### config.mk
export PLATFORM = sky130hd
export DESIGN_NAME = sow_seq_ctrl
export DESIGN_NICKNAME = d
export VERILOG_FILES = /design/src/rtl/sow_pkg.sv /design/src/rtl/sow_sync.sv /design/src/rtl/sow_timer.sv /design/src/rtl/sow_seg7.sv /design/src/rtl/sow_seq_ctrl.sv
export SDC_FILE = /design/constraint.sdc
export NUM_CORES = 1
export LEC_CHECK = 0
export BUFFER_PORTS_ARGS = -buffer_cell sky130_fd_sc_hd__buf_2
export CORE_MARGIN = 3
export CORE_UTILIZATION = 57
export DETAILED_ROUTE_END_ITERATION = 10
export GPL_TIMING_DRIVEN = 1
export PLACE_DENSITY = 0.8
export RECOVER_POWER = 50
export SETUP_SLACK_MARGIN = 0.3
export SYNTH_ARGS = -nofsm -noshare
export SYNTH_HDL_FRONTEND = slang
export SYNTH_SLANG_ARGS = --single-unit
### constraint.sdc
create_clock -name clk -period 3 [get_ports clk]
set_input_delay 0.45 -clock clk [delete_from_list [all_inputs] [get_ports clk]]
set_output_delay 0.45 -clock clk [all_outputs]
set_load 0.005 [all_outputs]
### src/rtl/sow_pkg.sv
package sow_pkg;
  localparam int DIGIT_W  = 4;
  localparam int SEG_W    = 7;
  localparam int N_TIMERS = 3;
  localparam int N_JUMP   = 4;
  localparam int N_SENSE  = 4;
  localparam int N_SYNC   = N_SENSE + N_JUMP;

  typedef enum logic [2:0] {
    PH_IDLE   = 3'd0,
    PH_WEED   = 3'd1,
    PH_SDRILL = 3'd2,
    PH_SFEED  = 3'd3,
    PH_FDRILL = 3'd4,
    PH_FFEED  = 3'd5,
    PH_LEVEL  = 3'd6
  } phase_e;

  // phase owning timer k: 0 seed feed, 1 fert feed, 2 level
  function automatic phase_e timed_phase(input int k);
    case (k)
      0:       timed_phase = PH_SFEED;
      1:       timed_phase = PH_FFEED;
      default: timed_phase = PH_LEVEL;
    endcase
  endfunction
endpackage

### src/rtl/sow_sync.sv
module sow_sync #(
  parameter int W = 8
) (
  input  logic         clk,
  input  logic         rst_n,
  input  logic [W-1:0] d,
  output logic [W-1:0] q
);
  logic [W-1:0] meta_q;

  always_ff @(posedge clk or negedge rst_n) begin
    if (!rst_n) begin
      meta_q <= '0;
      q      <= '0;
    end else begin
      meta_q <= d;
      q      <= meta_q;
    end
  end
endmodule

### src/rtl/sow_timer.sv
module sow_timer
  import sow_pkg::*;
#(
  parameter int LOAD = 9
) (
  input  logic               clk,
  input  logic               rst_n,
  input  logic               load,
  input  logic               active,
  input  logic               tick,
  output logic [DIGIT_W-1:0] count
);
  localparam logic [DIGIT_W-1:0] LOAD_V = DIGIT_W'(LOAD);

  logic [DIGIT_W-1:0] count_d;
  logic               step_en;

  assign step_en = active && tick && (count != '0);

  always_comb begin
    count_d = count;
    if (load)         count_d = LOAD_V;
    else if (step_en) count_d = count - 1'b1;
  end

  always_ff @(posedge clk or negedge rst_n) begin
    if (!rst_n) count <= '0;
    else        count <= count_d;
  end

  AST_TIMER_LOAD: assert property (@(posedge clk) disable iff (!rst_n)
    load |=> (count == LOAD_V));
  AST_TIMER_STEP: assert property (@(posedge clk) disable iff (!rst_n)
    (!load && active && tick && count != '0) |=> (count == $past(count) - 1'b1));
  AST_TIMER_HOLD: assert property (@(posedge clk) disable iff (!rst_n)
    (!load && !(active && tick)) |=> $stable(count));
endmodule

### src/rtl/sow_seg7.sv
module sow_seg7
  import sow_pkg::*;
(
  input  logic [DIGIT_W-1:0] digit,
  input  logic               show,
  output logic [SEG_W-1:0]   seg
);
  logic [DIGIT_W-1:0] val;

  assign val = show ? digit : '0;

  // bit0 = a ... bit6 = g, active high
  always_comb begin
    case (val)
      4'h0: seg = 7'h3F;
      4'h1: seg = 7'h06;
      4'h2: seg = 7'h5B;
      4'h3: seg = 7'h4F;
      4'h4: seg = 7'h66;
      4'h5: seg = 7'h6D;
      4'h6: seg = 7'h7D;
      4'h7: seg = 7'h07;
      4'h8: seg = 7'h7F;
      4'h9: seg = 7'h6F;
      4'hA: seg = 7'h77;
      4'hB: seg = 7'h7C;
      4'hC: seg = 7'h39;
      4'hD: seg = 7'h5E;
      4'hE: seg = 7'h79;
      default: seg = 7'h71;
    endcase
  end
endmodule

### src/rtl/sow_seq_ctrl.sv
module sow_seq_ctrl
  import sow_pkg::*;
#(
  parameter int FEED_LOAD  = 9,
  parameter int LEVEL_LOAD = 9
) (
  input  logic              clk,
  input  logic              rst_n,
  input  logic              weed_sense,
  input  logic              seed_depth_ok,
  input  logic              fert_depth_ok,
  input  logic              soil_level_ok,
  input  logic [N_JUMP-1:0] jump_req,
  input  logic              tick_seed,
  input  logic              tick_fert,
  input  logic              tick_level,
  output logic              machine_on,
  output logic              out_weed,
  output logic              out_seed_drill,
  output logic              out_seed_feed,
  output logic              out_fert_drill,
  output logic              out_fert_feed,
  output logic              out_level,
  output logic [SEG_W-1:0]  seg_seed,
  output logic [SEG_W-1:0]  seg_fert,
  output logic [SEG_W-1:0]  seg_level
);
  logic [N_SYNC-1:0]   raw_in, sync_in;
  logic                weed_s, sdepth_s, fdepth_s, level_s;
  logic [N_JUMP-1:0]   jump_s;
  phase_e              state, state_d, jump_tgt;
  logic                jump_hit;
  logic [N_TIMERS-1:0] tmr_tick, tmr_load, tmr_act, tmr_zero;
  logic [DIGIT_W-1:0]  tmr_cnt [N_TIMERS];
  logic [SEG_W-1:0]    tmr_seg [N_TIMERS];

  assign raw_in = {jump_req, soil_level_ok, fert_depth_ok, seed_depth_ok, weed_sense};

  sow_sync #(.W(N_SYNC)) u_sync (
    .clk (clk), .rst_n (rst_n), .d (raw_in), .q (sync_in)
  );

  assign weed_s   = sync_in[0];
  assign sdepth_s = sync_in[1];
  assign fdepth_s = sync_in[2];
  assign level_s  = sync_in[3];
  assign jump_s   = sync_in[N_SYNC-1:N_SENSE];

  // shortcut select: lowest-numbered request wins
  always_comb begin
    jump_tgt = PH_IDLE;
    jump_hit = 1'b0;
    for (int i = N_JUMP - 1; i >= 0; i--) begin
      if (jump_s[i]) begin
        jump_tgt = phase_e'(3'(int'(PH_SFEED) + i));
        jump_hit = 1'b1;
      end
    end
  end

  always_comb begin
    state_d = state;
    case (state)
      PH_IDLE:   if (weed_s)                  state_d = PH_WEED;
      PH_WEED:   if (!weed_s)                 state_d = PH_SDRILL;
      PH_SDRILL: if (sdepth_s)                state_d = PH_SFEED;
      PH_SFEED:  if (tmr_zero[0])             state_d = PH_FDRILL;
      PH_FDRILL: if (fdepth_s)                state_d = PH_FFEED;
      PH_FFEED:  if (tmr_zero[1])             state_d = PH_LEVEL;
      PH_LEVEL:  if (tmr_zero[2] || level_s)  state_d = PH_IDLE;
      default:                                state_d = PH_IDLE;
    endcase
    if (jump_hit && (jump_tgt > state)) state_d = jump_tgt;
  end

  always_ff @(posedge clk or negedge rst_n) begin
    if (!rst_n) begin
      state      <= PH_IDLE;
      machine_on <= 1'b0;
    end else begin
      state      <= state_d;
      machine_on <= 1'b1;
    end
  end

  assign tmr_tick = {tick_level, tick_fert, tick_seed};

  for (genvar k = 0; k < N_TIMERS; k++) begin : g_tmr
    localparam phase_e OWN_PH = timed_phase(k);
    localparam int     LD     = (k == N_TIMERS - 1) ? LEVEL_LOAD : FEED_LOAD;

    assign tmr_act[k]  = (state == OWN_PH);
    assign tmr_load[k] = (state_d == OWN_PH) && (state != OWN_PH);
    assign tmr_zero[k] = (tmr_cnt[k] == '0);

    sow_timer #(.LOAD(LD)) u_timer (
      .clk (clk), .rst_n (rst_n), .load (tmr_load[k]),
      .active (tmr_act[k]), .tick (tmr_tick[k]), .count (tmr_cnt[k])
    );

    sow_seg7 u_seg (
      .digit (tmr_cnt[k]), .show (tmr_act[k]), .seg (tmr_seg[k])
    );
  end

  assign seg_seed  = tmr_seg[0];
  assign seg_fert  = tmr_seg[1];
  assign seg_level = tmr_seg[2];

  assign out_weed       = (state == PH_WEED);
  assign out_seed_drill = (state == PH_SDRILL);
  assign out_seed_feed  = (state == PH_SFEED);
  assign out_fert_drill = (state == PH_FDRILL);
  assign out_fert_feed  = (state == PH_FFEED);
  assign out_level      = (state == PH_LEVEL);

  AST_ONE_PHASE: assert property (@(posedge clk) disable iff (!rst_n)
    $onehot0({out_weed, out_seed_drill, out_seed_feed,
              out_fert_drill, out_fert_feed, out_level}));
  AST_ON_STAYS: assert property (@(posedge clk) disable iff (!rst_n)
    machine_on |=> machine_on);
  AST_NO_BACKWARD: assert property (@(posedge clk) disable iff (!rst_n)
    (state != PH_IDLE) |=> (state == PH_IDLE || state >= $past(state)));
  AST_SEED_BLANK: assert property (@(posedge clk) disable iff (!rst_n)
    (state != PH_SFEED) |-> (seg_seed == 7'h3F));
  AST_LEVEL_EXIT: assert property (@(posedge clk) disable iff (!rst_n)
    (state == PH_LEVEL && level_s && !jump_hit) |=> (state == PH_IDLE));
endmodule

==> summary.md <==
| Metric | Value |
|---|---|
| Commonest cells after routing, fill and taps aside | `buf_2, dfrtp_1, o21ai_0, nand2_1, ha_1` |
| Outcome | `finished, violations left` |
| PwrDens | `889.8 mW/mm²` |
| Worst Path Arrival | `2120 ps` |
| Largest net degree at the start of global routing | `33` |
| Worst-path clk slew | `60 ps` |
| Place WS | `327.6 ps` |
| Synth-to-layout area growth | `18.62%` |
| Crit path time final | `2570 ps` |
| # port buffers | `40` |
| Vias in the first global route | `1,974` |
| Worst setup EP type | `output port` |
| Average routed wire per standard cell | `13.78 µm` |
| CTS root buffer | `clkbuf_8` |
| DR pass1 iterations | `6` |
| Post-synth EDFFs | `0` |
| Synth Area in Compound Gates | `22.62%` |
| Worst skew pair latency | `280 ps` |
| Max Clock Skew | `8.173 ps` |
| WS Path Type | `reg2out` |
| Via count | `2,257` |
| Chip height | `72.31 µm` |
| Final Wtd Congestion | `0.8466` |
| Setup TNS | `0 ps` |
| Via density | `5.817` |
| VDD IR max | `0.5933 mV` |
| # IOs | `41` |
| M1 wire length | `2308 µm` |
| Syn nets | `333` |
| Standard-cell rows | `23` |
| CTS buffer count | `5` |
| Crit start category | `flip-flop` |
| HP Class | `in2reg` |
| Fmax | `0.3890 GHz` |
| Max Buffers Root-to-Sink | `2` |
| Clk sink count | `32` |
| Synth top area cells | `dfrtp_1, ha_1, o21ai_0` |
| Met2 routed WL | `2625 µm` |
| TritonCTS clock tree | `built` |
| Failing checks | `capacitance limit, slew limit` |
| Total Wirelength | `5347 µm` |
| Synth area leader | `dfrtp_1` |
| Fin worst setup slack | `429.5 ps` |
| Die X | `72.31 µm` |
| H-tree depth | `2` |
| Most common cell after layout, fill and taps aside | `buf_2` |
| Share of cells above drive strength 1 | `28.40%` |
| Initial DRC count | `64` |
| Synth warnings | `0` |
| Total GRT Usage | `20.39%` |
| Post-Synth Simple-Gate Area | `19.47%` |
| Final period utilization | `85.68%` |
| Main synth FF type | `dfrtp_1` |
| Worst Path Required | `2550 ps` |
| Synth Area in Adders | `12.98%` |
| Mux cell area share after synthesis | `2.496%` |
| Met3 WL | `303 µm` |
| Drt drc | `0` |
| Seq/Total Area, Yosys | `31.95%` |
| Global-route wire length before repair | `8452 µm` |
| XOR/XNOR Fraction of Synth Area | `3.145%` |
| Starting Density | `60.90%` |
| Yosys top cell area share | `31.95%` |
| Worst-margin pin slew | `1646 ps` |
| Final ANT Viol Nets | `0` |
| Largest family of logic cells by synthesized area | `compound AO/OA/AOI/OAI gates` |
| Max-Cap Viols | `1` |
| RSZ-0062 raised after global routing | `false` |
| Diode count | `0` |
| Synthesized area | `0.002506 mm²` |
| Leakage | `1.335 nW` |
| Max layer used | `met4` |
| Initial antenna violation count | `0` |
| Mean Syn Cell Area | `8.524 µm²` |
| Final count of hold timing violations | `0` |
| Netlist cell types | `58` |
| CORE AREA | `0.004115 mm²` |
| Final nets | `377` |
| Detailed placement HPWL | `3689 µm` |
| Synthesized flop and latch total | `32` |
| Overflow after GRT | `0` |
| FFs w/ async S/R, synth | `100.0%` |
| Synth Instances | `294` |
| Final setup viols | `0` |
| Critical path peak fanout | `11` |
| Slew HR | `-9.766%` |
| Die footprint | `0.005229 mm²` |
| Final Max Slew Viols | `33` |
-- synth_stat cells (6+ instances only) --
cell / number
clkbuf_1: 11
o21ai_0: 25
nor2_1: 20
dfrtp_1: 32
nand2_1: 31
a31oi_1: 6
inv_1: 21
nand2b_1: 6
a21oi_1: 15
nand3_1: 8
xnor2_1: 6
ha_1: 26
-- worst max-delay path, cell delays in order (launching register included) --
cell and delay [ps]:
dfrtp_1 410, nand3b_1 250, clkinv_4 140, nand2_2 100
inv_1 120, ha_2 250, nand2b_1 130, o311ai_1 100
o21ai_0 110, o21ai_0 90, buf_2 130
-- layout make-up --
class / instances / area (µm²)
Timing Repair Buffer: 56 / 322.8
Inverter: 22 / 87.58
Fill cell: 324 / 1142
Clock inverter: 1 / 5.005
Clock buffer: 6 / 72.57
Multi-Input combinational cell: 221 / 1619
Sequential cell: 32 / 803.3
Tap cell: 50 / 62.56
-- flip-flops by register name (all words and copies together), names as in the netlist --
| signal | cells |
|---|---|
| u_sync.meta_q | 8 |
| machine_on | 1 |
| g_tmr.u_timer.count | 12 |
| state | 3 |
| u_sync.q | 8 |
-- what timing repair did --
action	CTS	global route
hold buffers	0	0
endpoints found under the setup margin	18	16
setup buffers	3	9
gates resized for setup	14	22
pin swaps	0	4
-- per-stage QoR --
step	power (mW)	utilization, %	cells	area [µm²]	hold slack (ps)
2_1_floorplan	1.794	-	294	2506	154.4
6_report	2.645	72.24	388	2973	268.1
3_5_place_dp	2.110	65.64	369	2701	334.7
5_1_grt	2.873	72.24	388	2973	251.3
4_1_cts	2.485	68.87	379	2834	218.8
3_3_place_gp	2.073	65.64	369	2701	331.7
-- cell families after synthesis --
logic type,count (synthesis)
XOR/XNOR,9
other,1
flip-flops,32
adder cells (fa/ha/maj),26
multiplexers,6
buffers and inverters,41
AO/OA/AOI/OAI,83
AND/OR/NAND/NOR,96
-- per-layer routing --
metal / global-route usage [%] / up-vias
met4: 8.768 / 0
met1: 25.04 / 1046
met2: 34.78 / 73
met5: 0 / -
met3: 3.878 / 12
li1: - / 1126
-- final timing paths --
path                                        from                         to  slack (ps)  cells after the start
worst max-delay path                    state[2]                seg_seed[0]         430                     10
worst min-delay path               fert_depth_ok           u_sync.meta_q[2]         270                      1
worst max register to register       u_sync.q[4]  g_tmr[1].u_timer.count[2]         480                      9
worst min register to register  u_sync.meta_q[1]                u_sync.q[1]         340                      0
max in group asynchronous                  rst_n                   state[1]        1350                      1
min in group asynchronous                  rst_n                u_sync.q[1]         580                      1
-- power breakdown --
group          switching (mW)  total, mW  internal (mW)  leakage (nW)
clock                   0.147      0.304          0.157        0.0410
combinational           0.852       1.59          0.738         0.924
sequential              0.224      0.751          0.527         0.371
Power figures use the tool's default switching activity.
